--- config.mk ---
export PLATFORM = sky130hd
export DESIGN_NAME = ctl_serial_port
export DESIGN_NICKNAME = d
export VERILOG_FILES = /design/src/rtl/ctl_serial_pkg.sv /design/src/rtl/ctl_sp_sync.sv /design/src/rtl/ctl_sp_frame.sv /design/src/rtl/ctl_sp_regfile.sv /design/src/rtl/ctl_serial_port.sv
export SDC_FILE = /design/constraint.sdc
export NUM_CORES = 1
export LEC_CHECK = 0
export CAP_MARGIN = 10
export CORE_MARGIN = 1
export CORE_UTILIZATION = 45
export DETAILED_ROUTE_END_ITERATION = 16
export HOLD_SLACK_MARGIN = 0.12
export PLACE_DENSITY_LB_ADDON = 0.2
export SLEW_MARGIN = 20
export SYNTH_ARGS = -nofsm -noshare
export SYNTH_HDL_FRONTEND = slang
export SYNTH_SLANG_ARGS = --single-unit
--- constraint.sdc ---
create_clock -name clk -period 3.26 [get_ports clk]
set_input_delay 0.978 -clock clk [delete_from_list [all_inputs] [get_ports clk]]
set_output_delay 0.978 -clock clk [all_outputs]
set_load 0.05 [all_outputs]
--- src/rtl/ctl_serial_pkg.sv ---
package ctl_serial_pkg;
  localparam int ADDR_W = 3;
  localparam int DATA_W = 8;

  localparam int REG_SYS  = 0;
  localparam int REG_CODE = 1;
  localparam int REG_PATH = 2;
  localparam int REG_TONE = 3;

  localparam int SYS_PD_BIT = 5;

  function automatic logic [DATA_W-1:0] reg_init(input int idx);
    return (idx == REG_PATH) ? DATA_W'(8'h33) : '0;
  endfunction
endpackage

--- src/rtl/ctl_sp_sync.sv ---
module ctl_sp_sync #(
  parameter int          W   = 3,
  parameter logic [W-1:0] RST = '0
) (
  input  logic         clk,
  input  logic         rst_n,
  input  logic [W-1:0] d_in,
  output logic [W-1:0] d_out
);
  for (genvar i = 0; i < W; i++) begin : g_bit
    logic s1, s2;
    always_ff @(posedge clk or negedge rst_n) begin
      if (!rst_n) begin
        s1 <= RST[i];
        s2 <= RST[i];
      end else begin
        s1 <= d_in[i];
        s2 <= s1;
      end
    end
    assign d_out[i] = s2;
  end
endmodule

--- src/rtl/ctl_sp_frame.sv ---
module ctl_sp_frame #(
  parameter int AW = 3,
  parameter int DW = 8
) (
  input  logic          clk,
  input  logic          rst_n,
  input  logic          sel_n_s,
  input  logic          sclk_s,
  input  logic          sdi_s,
  input  logic [DW-1:0] rd_data,
  output logic [AW-1:0] rd_addr,
  output logic          wr_en,
  output logic [AW-1:0] wr_addr,
  output logic [DW-1:0] wr_data,
  output logic          rd_active,
  output logic          rd_bit
);
  localparam int BITS = 1 + AW + DW;
  localparam int SW   = BITS - 1;
  localparam int CW   = $clog2(BITS + 1);

  logic          sclk_q;
  logic          rise, fall;
  logic [CW-1:0] cnt;
  logic [SW-1:0] sh;
  logic [DW-1:0] rd_sh;
  logic          rd_start;

  assign rise = sclk_s & ~sclk_q;
  assign fall = ~sclk_s & sclk_q;

  assign rd_addr  = {sh[AW-2:0], sdi_s};
  assign rd_start = rise & ~sel_n_s & (cnt == CW'(AW)) & sh[AW-1];

  assign wr_en   = rise & ~sel_n_s & (cnt == CW'(BITS - 1)) & ~sh[SW-1];
  assign wr_addr = sh[SW-2 -: AW];
  assign wr_data = {sh[DW-2:0], sdi_s};
  assign rd_bit  = rd_sh[DW-1];

  always_ff @(posedge clk or negedge rst_n) begin
    if (!rst_n) sclk_q <= 1'b0;
    else        sclk_q <= sclk_s;
  end

  always_ff @(posedge clk or negedge rst_n) begin
    if (!rst_n) begin
      cnt       <= '0;
      sh        <= '0;
      rd_sh     <= '0;
      rd_active <= 1'b0;
    end else if (sel_n_s) begin
      cnt       <= '0;
      rd_active <= 1'b0;
    end else begin
      if (rise && cnt != CW'(BITS)) begin
        cnt <= cnt + 1'b1;
        sh  <= {sh[SW-2:0], sdi_s};
      end
      if (rd_start) begin
        rd_active <= 1'b1;
        rd_sh     <= rd_data;
      end
      if (fall && rd_active && cnt > CW'(AW + 1) && cnt < CW'(BITS))
        rd_sh <= {rd_sh[DW-2:0], 1'b0};
      if (fall && cnt == CW'(BITS))
        rd_active <= 1'b0;
    end
  end

  // dropping the enable ends the read window on the next cycle
  p_oe_ends_r4: assert property (@(posedge clk) disable iff (!rst_n)
    sel_n_s |=> !rd_active);

  // the presented bit only moves on a shift-clock falling edge
  p_sdo_hold_r4: assert property (@(posedge clk) disable iff (!rst_n)
    (rd_active && !fall) |=> $stable(rd_bit));

  // a commit coincides with the final counted bit
  p_commit_last_r2: assert property (@(posedge clk) disable iff (!rst_n)
    wr_en |=> (cnt == CW'(BITS)));
endmodule

--- src/rtl/ctl_sp_regfile.sv ---
module ctl_sp_regfile
  import ctl_serial_pkg::*;
#(
  parameter int AW = ADDR_W,
  parameter int DW = DATA_W
) (
  input  logic          clk,
  input  logic          rst_n,
  input  logic          wr_en,
  input  logic [AW-1:0] wr_addr,
  input  logic [DW-1:0] wr_data,
  input  logic [AW-1:0] rd_addr,
  output logic [DW-1:0] rd_data,
  output logic          sw_pd,
  output logic [1:0]    mode,
  output logic          tx_rst,
  output logic          rx_rst,
  output logic          tx_mute,
  output logic          rx_mute,
  output logic          rx_pad,
  output logic          tx_off,
  output logic [2:0]    tx_gain,
  output logic          rx_off,
  output logic [2:0]    rx_gain,
  output logic [2:0]    st_gain,
  output logic          st_on,
  output logic          hpf_sel,
  output logic          hpf_bypass
);
  localparam int NREG = 1 << AW;

  logic [NREG-1:0][DW-1:0] regs;

  for (genvar i = 0; i < NREG; i++) begin : g_reg
    always_ff @(posedge clk or negedge rst_n) begin
      if (!rst_n)                                 regs[i] <= reg_init(i);
      else if (wr_en && wr_addr == AW'(i))        regs[i] <= wr_data;
    end
  end

  assign rd_data = regs[rd_addr];

  assign sw_pd      = regs[REG_SYS][SYS_PD_BIT];
  assign mode       = regs[REG_CODE][7:6];
  assign tx_rst     = regs[REG_CODE][5];
  assign rx_rst     = regs[REG_CODE][4];
  assign tx_mute    = regs[REG_CODE][3];
  assign rx_mute    = regs[REG_CODE][2];
  assign rx_pad     = regs[REG_CODE][0];
  assign tx_off     = regs[REG_PATH][7];
  assign tx_gain    = regs[REG_PATH][6:4];
  assign rx_off     = regs[REG_PATH][3];
  assign rx_gain    = regs[REG_PATH][2:0];
  assign st_gain    = regs[REG_TONE][7:5];
  assign st_on      = |regs[REG_TONE][7:5];
  assign hpf_sel    = regs[REG_TONE][1];
  assign hpf_bypass = regs[REG_TONE][0];

  // without a commit strobe the register file holds its contents
  p_hold_r5: assert property (@(posedge clk) disable iff (!rst_n)
    !wr_en |=> $stable(regs));
endmodule

--- src/rtl/ctl_serial_port.sv ---
module ctl_serial_port
  import ctl_serial_pkg::*;
#(
  parameter int AW = ADDR_W,
  parameter int DW = DATA_W
) (
  input  logic       clk,
  input  logic       pdn_n,
  input  logic       sel_n,
  input  logic       sclk,
  input  logic       sdi,
  output logic       sdo,
  output logic       sdo_oe,
  output logic       pwr_down,
  output logic [1:0] mode,
  output logic       tx_rst,
  output logic       rx_rst,
  output logic       tx_mute,
  output logic       rx_mute,
  output logic       rx_pad,
  output logic       tx_off,
  output logic [2:0] tx_gain,
  output logic       rx_off,
  output logic [2:0] rx_gain,
  output logic [2:0] st_gain,
  output logic       st_on,
  output logic       hpf_sel,
  output logic       hpf_bypass
);
  logic [2:0]    pins_s;
  logic [AW-1:0] rd_addr, wr_addr;
  logic [DW-1:0] rd_data, wr_data;
  logic          wr_en, rd_active, rd_bit, sw_pd;

  ctl_sp_sync #(.W(3), .RST(3'b100)) u_sync (
    .clk   (clk),
    .rst_n (pdn_n),
    .d_in  ({sel_n, sclk, sdi}),
    .d_out (pins_s)
  );

  ctl_sp_frame #(.AW(AW), .DW(DW)) u_frame (
    .clk       (clk),
    .rst_n     (pdn_n),
    .sel_n_s   (pins_s[2]),
    .sclk_s    (pins_s[1]),
    .sdi_s     (pins_s[0]),
    .rd_data   (rd_data),
    .rd_addr   (rd_addr),
    .wr_en     (wr_en),
    .wr_addr   (wr_addr),
    .wr_data   (wr_data),
    .rd_active (rd_active),
    .rd_bit    (rd_bit)
  );

  ctl_sp_regfile #(.AW(AW), .DW(DW)) u_regs (
    .clk        (clk),
    .rst_n      (pdn_n),
    .wr_en      (wr_en),
    .wr_addr    (wr_addr),
    .wr_data    (wr_data),
    .rd_addr    (rd_addr),
    .rd_data    (rd_data),
    .sw_pd      (sw_pd),
    .mode       (mode),
    .tx_rst     (tx_rst),
    .rx_rst     (rx_rst),
    .tx_mute    (tx_mute),
    .rx_mute    (rx_mute),
    .rx_pad     (rx_pad),
    .tx_off     (tx_off),
    .tx_gain    (tx_gain),
    .rx_off     (rx_off),
    .rx_gain    (rx_gain),
    .st_gain    (st_gain),
    .st_on      (st_on),
    .hpf_sel    (hpf_sel),
    .hpf_bypass (hpf_bypass)
  );

  assign pwr_down = ~pdn_n | sw_pd;
  assign sdo_oe   = rd_active & ~pwr_down;
  assign sdo      = sdo_oe & rd_bit;
endmodule

; Word level (Yosys, flattened, before mapping)
; Cells that the tools add are included.
[word_totals]
in_bits = 5
register_bits = 95
out_inout_bits = 24
[classes]
n_addsub = 1
n_eq_ne = 11
n_mux = 9
order_cmp = 3
reduce_logical = 20
bitwise = 16
[op_table]
columns = op, n
row1 = 8-bit binary-select mux with 3-bit select, 1
row2 = 8-bit 2-to-1 mux, 3
row3 = 1-bit logical AND, 13
row4 = 3-bit equality test (second input constant), 4
row5 = 1-bit bitwise AND, 9
row6 = 4-bit equality test (second input constant), 2
row7 = 4-bit 2-to-1 mux, 2
row8 = 3-bit by 2-bit equality test with 1-bit output (second input constant), 2
row9 = 1-bit inverter, 6
row10 = 4-bit by 1-bit adder with 4-bit output (second input constant), 1
row11 = 4-bit by 2-bit equality test with 1-bit output (second input constant), 1
row12 = 4-bit by 3-bit > comparator with 1-bit output (second input constant), 1
row13 = 3-bit by 4-bit < comparator with 1-bit output (second input constant), 1
row14 = 4-bit < comparator (second input constant), 1
row15 = 4-bit != test (second input constant), 1
row16 = 2-bit AND reduction, 2
row17 = 2-bit nonzero test, 2
row18 = 3-bit by 1-bit equality test with 1-bit output (second input constant), 1
row19 = 3-bit logical NOT, 1
row20 = 1-bit 2-to-1 mux, 3
row21 = 3-bit nonzero test, 1
row22 = 3-bit OR reduction, 1
row23 = 1-bit bitwise OR, 1

; Depth between registers and ports, before layout
[logic_depth]
ltp_word = 8
mapped_depth = 8

; Hierarchy
; Synthesis repeated with hierarchy kept, for this count alone.
[unflattened]
cells_unflattened = 298
hier_area_um2 = 4574.4
[modules_own_cells]
columns = mod, area_per_inst_um2, cells_each, seq_area_each_um2, n_inst
row1 = ctl_sp_regfile, 3086.7, 184, 1606.5, 1
row2 = ctl_sp_frame, 1286.2, 102, 625.6, 1
row3 = ctl_sp_sync, 175.2, 9, 152.6, 1
row4 = ctl_serial_port, 26.3, 3, 0.0, 1

; Worst setup path after synthesis
; OpenSTA, ideal clock, no wires.
[synth_timing]
kind = input port to output port
startpoint = in pdn_n
endpoint = out sdo
required_ps = 2282
path_stages = 3
path_slack_ps = -334
arrival_time_ps = 2616
path_cell_list = nand2b_1 -> nor2_1 -> and2_1
[synth_between]
elab_chain_cells = 5
[synth_rtl]
columns = element, line_no
row1 = "start, declared", ctl_serial_port.sv:8  ; input logic pdn_n,
row2 = 1-bit inverter, ctl_serial_port.sv:82  ; assign pwr_down = ~pdn_n | sw_pd;
row3 = 1-bit bitwise OR, ctl_serial_port.sv:82
row4 = 1-bit inverter, ctl_serial_port.sv:83  ; assign sdo_oe = rd_active & ~pwr_down;
row5 = 1-bit bitwise AND, ctl_serial_port.sv:83
row6 = via sdo_oe, ctl_serial_port.sv:13  ; output logic sdo_oe,
row7 = 1-bit bitwise AND, ctl_serial_port.sv:84  ; assign sdo = sdo_oe & rd_bit;
row8 = "end, declared", ctl_serial_port.sv:12  ; output logic sdo,
; The timed path passes the listed nets, and every way through them passes these cells.

; Worst setup path after layout
[layout_timing]
startpoint = reg u_regs.regs, in the netlist u_regs.st_gain[1]
endpoint = out st_on
[layout_between]
elab_chain_cells = 1
[layout_rtl]
columns = element, line_no
row1 = "start, declared", ctl_sp_regfile.sv:32  ; logic [NREG-1:0][DW-1:0] regs;
row2 = "start signal, assigned by index", ctl_sp_regfile.sv:36  ; if (!rst_n) regs[i] <= reg_init(i);
row3 = "start signal, assigned by index", ctl_sp_regfile.sv:37  ; else if (wr_en && wr_addr == AW'(i)) regs[i] <= wr_data;
row4 = 3-bit OR reduction, ctl_sp_regfile.sv:55  ; assign st_on = |regs[REG_TONE][7:5];
row5 = "end, declared", ctl_serial_port.sv:26  ; output logic st_on,
; Every way passes these cells.

==> impl_metrics.toml <==
[sta]
final_layout_setup_total_negative_slack_ns = 0
finalSetupViolations = 0
report.final.slew_viol_count = 0
setup_repair_after_global_routing_missed_its_margin = "false"
min_period_over_period_pct = 86.6
fmax_mhz = 354
timing.max_slew.rel_slack_pct = 48.5
max_slew.worst_pin.slew_ns = 0.770
clock-skew-final_ns = 0.0102
post-route-min-period_ns = 2.82
count_of_endpoints_failing_hold_in_the_final_timing_report = 0

[critical_path]
critical_path_class = "register to output pin"
crit_arrival_ns = 1.84
worstPathMaxFanout = 4
worstPathRequired_ns = 2.28
critPathLaunchType = "register"
setup.worst_path.end_class = "output pin"

[floorplan]
io_pins = 29
die_footprint_um2 = 10100
fp-row-count = 35
fp.dieW_um = 101
die_height_um = 101
initial_utilization_pct = 47.0
core_region_area_um2 = 9330

[routing]
residual_antenna_violating_net_count_after_detailed_routing = 0
first_pass_drt_iterations = 4
via_count = 2363
wire_per_inst_um = 19.6
post-route-drc-count = 0
via_per_inst = 5.44
totalWireLength_um = 8500
dr.first_iter.drc_count = 78

[clocking]
clock_latency_ns = 0.36
post-cts-setup-buffer-count = 0
clock_sink_count = 95
cts_resized = 0
clock_edge_transition_at_the_registers_on_the_reported_setup_and_hold_paths_ns = 0.10
inserted_clock_buffers = 9
hold_buffers = 0
cts.root.buffer_cell = "sky130_fd_sc_hd__clkbuf_8"
cts-root-to-sink-buffers = 2
number_of_h_tree_levels = 3
tritoncts = "yes"

[placement]
io_buffer_count = 28
detailed_place_hpwl_um = 5510
routabilityCongestion = 0.718

[cells_and_area]
area.growth.synth_to_final_pct = 12.6
final_net_count = 307
filler_cell_count = 804
drive_above_1_share_pct = 44.6
layout.cells.most_common = "sky130_fd_sc_hd__mux2_2"
insertedDiodeCount = 0
mostFrequentLayoutCells = "sky130_fd_sc_hd__mux2_2, sky130_fd_sc_hd__dfrtp_1, sky130_fd_sc_hd__clkdlybuf4s50_1, sky130_fd_sc_hd__mux4_1, sky130_fd_sc_hd__clkbuf_8"

[worst_hold_path]
min-delay-path-class = "register to register"

[yosys]
synth.ff_latch_count = 95
ys_warn_count = 0
yosysSeqAreaShare_pct = 54.4
yosysUniqueCellTypes = 36
syn_area_per_cell_um2 = 15.4
syn-cell-area_um2 = 4390
postSynthCellCount = 285
synth_fp_nets = 292

[power_and_ir_drop]
vdd_drop_max_uv = 258
leakagePower_nw = 2.39
overall_power_after_layout_w = 0.00240
power_density_over_cell_area_nw_per_um2 = 487

[global_routing]
global_route.usage.total_pct = 18.5
grt_start_max_net_pins = 56
grt_antenna_before_repair = 0
grt_pass1_vias = 2420
grt_first_pass_wirelength_um = 13500
globalRouteOverflowTotal = 0

[flow_run]
maxCapViolCount = 0

[outcome]
run_status = "complete, no violations"
worst max-delay path: stages, from the launching register on:
cell and delay (ns):
sky130_fd_sc_hd__dfrtp_1 0.41, sky130_fd_sc_hd__or3_1 0.36, sky130_fd_sc_hd__clkdlybuf4s50_1 0.70
layer usage:
metal / GRT usage, % / wire length, um / vias up
met5: 0 / 0 / -
met4: 7.36 / 107 / 0
met3: 3.54 / 193 / 7
met2: 29.6 / 4200 / 28
met1: 25.0 / 4000 / 1261
li1: - / - / 1067
synth_stat cells, drive strengths merged:
| cell type | n | area [um^2] |
|---|---|---|
| o21ai | 1 | 5.00 |
| buf | 21 | 146 |
| and2 | 1 | 6.26 |
| and3 | 1 | 6.26 |
| or3b | 1 | 8.76 |
| a21o | 1 | 7.51 |
| nand4bb | 1 | 27.5 |
| mux2i | 2 | 20.0 |
| a21oi | 1 | 5.00 |
| inv | 5 | 18.8 |
| nor3b | 1 | 7.51 |
| or3 | 1 | 6.26 |
| mux4 | 16 | 409 |
| nand2b | 3 | 18.8 |
| o211ai | 1 | 7.51 |
| ha | 2 | 25.0 |
| xor2 | 1 | 8.76 |
| clkbuf | 8 | 30.0 |
| dfrtp | 89 | 2230 |
| nand2 | 6 | 22.5 |
| nor2 | 6 | 22.5 |
| xnor2 | 1 | 8.76 |
| or4b | 2 | 20.0 |
| dfstp | 6 | 158 |
| a221oi | 1 | 8.76 |
| nor4 | 2 | 25.0 |
| mux2 | 96 | 1080 |
| o2bb2ai | 1 | 8.76 |
| nor2b | 4 | 25.0 |
| nand3 | 3 | 15.0 |
path summary, 6_finish.rpt:
check | slack, ns | start | endpoint | cells after the start
worst max-delay path | 0.44 | u_regs.st_gain[1] | st_on | 2
worst min-delay path | 0.35 | u_sync.g_bit[0].s1 | u_sync.g_bit[0].s2 | 0
worst max register to register | 0.85 | u_sync.g_bit[0].s2 | u_frame.rd_sh[2] | 5
worst min register to register | 0.35 | u_sync.g_bit[0].s1 | u_sync.g_bit[0].s2 | 0
max in group asynchronous | 1.48 | pdn_n | u_regs.tx_gain[1] | 3
min in group asynchronous | 0.77 | pdn_n | u_frame.rd_sh[2] | 2
final cells by class:
type | instances | area (um^2) | area share, %
clock inverter | 6 | 91.3 | 1.85
inverter | 5 | 18.8 | 0.380
sequential | 95 | 2380 | 48.3
clock buffer | 10 | 138 | 2.79
tap | 129 | 161 | 3.27
timing repair buffer | 33 | 333 | 6.74
multi-input combinational | 156 | 1810 | 36.7
per-stage QoR:
step | worst slack, ns | instances | instance area, um^2 | hold slack, ns | utilization, %
2_1_floorplan | 0.0711 | 285 | 4390 | 0.331 | -
3_3_place_gp | 0.657 | 418 | 4710 | 0.333 | 50.5
3_5_place_dp | 0.647 | 418 | 4710 | 0.335 | 50.5
4_1_cts | 0.416 | 434 | 4940 | 0.357 | 53.0
5_1_grt | 0.382 | 434 | 4940 | 0.359 | 53.0
6_report | 0.437 | 434 | 4940 | 0.354 | 53.0
flip-flops by register name, summed over array words and instances, names as in the netlist:
signal and count:
u_regs.tx_gain 3, u_regs.rx_gain 3, u_regs.rx_pad 1, u_frame.sclk_q 1
u_frame.rd_sh 8, u_regs.hpf_bypass 1, u_regs.rx_off 1, u_regs.mode 2
u_regs.tx_mute 1, u_regs.tx_rst 1, u_regs.tx_off 1, u_sync.g_bit.s2 3
u_regs.rx_rst 1, u_sync.g_bit.s1 3, u_regs.sw_pd 1, u_regs.regs 43
u_regs.st_gain 3, u_regs.rx_mute 1, u_regs.hpf_sel 1, u_frame.sh 11
u_frame.rd_active 1, u_frame.cnt 4
where the power goes:
group / switching, W / total [W] / internal, W
Combinational: 0.0000697 / 0.000156 / 0.0000859
Clock: 0.000423 / 0.000882 / 0.000459
Sequential: 0.000138 / 0.00137 / 0.00123
kinds of logic (layout without fill, tap and decap cells):
logic type	after synthesis	in the layout	synth area share (%)
simple gates	32	32	4.82
flops	95	95	54.4
mux	114	114	34.4
compound gates	6	6	0.970
buf+inv	34	54	4.45
xor+xnor	2	2	0.399
fa+ha+maj	2	2	0.570
Power figures use the tool's default switching activity.
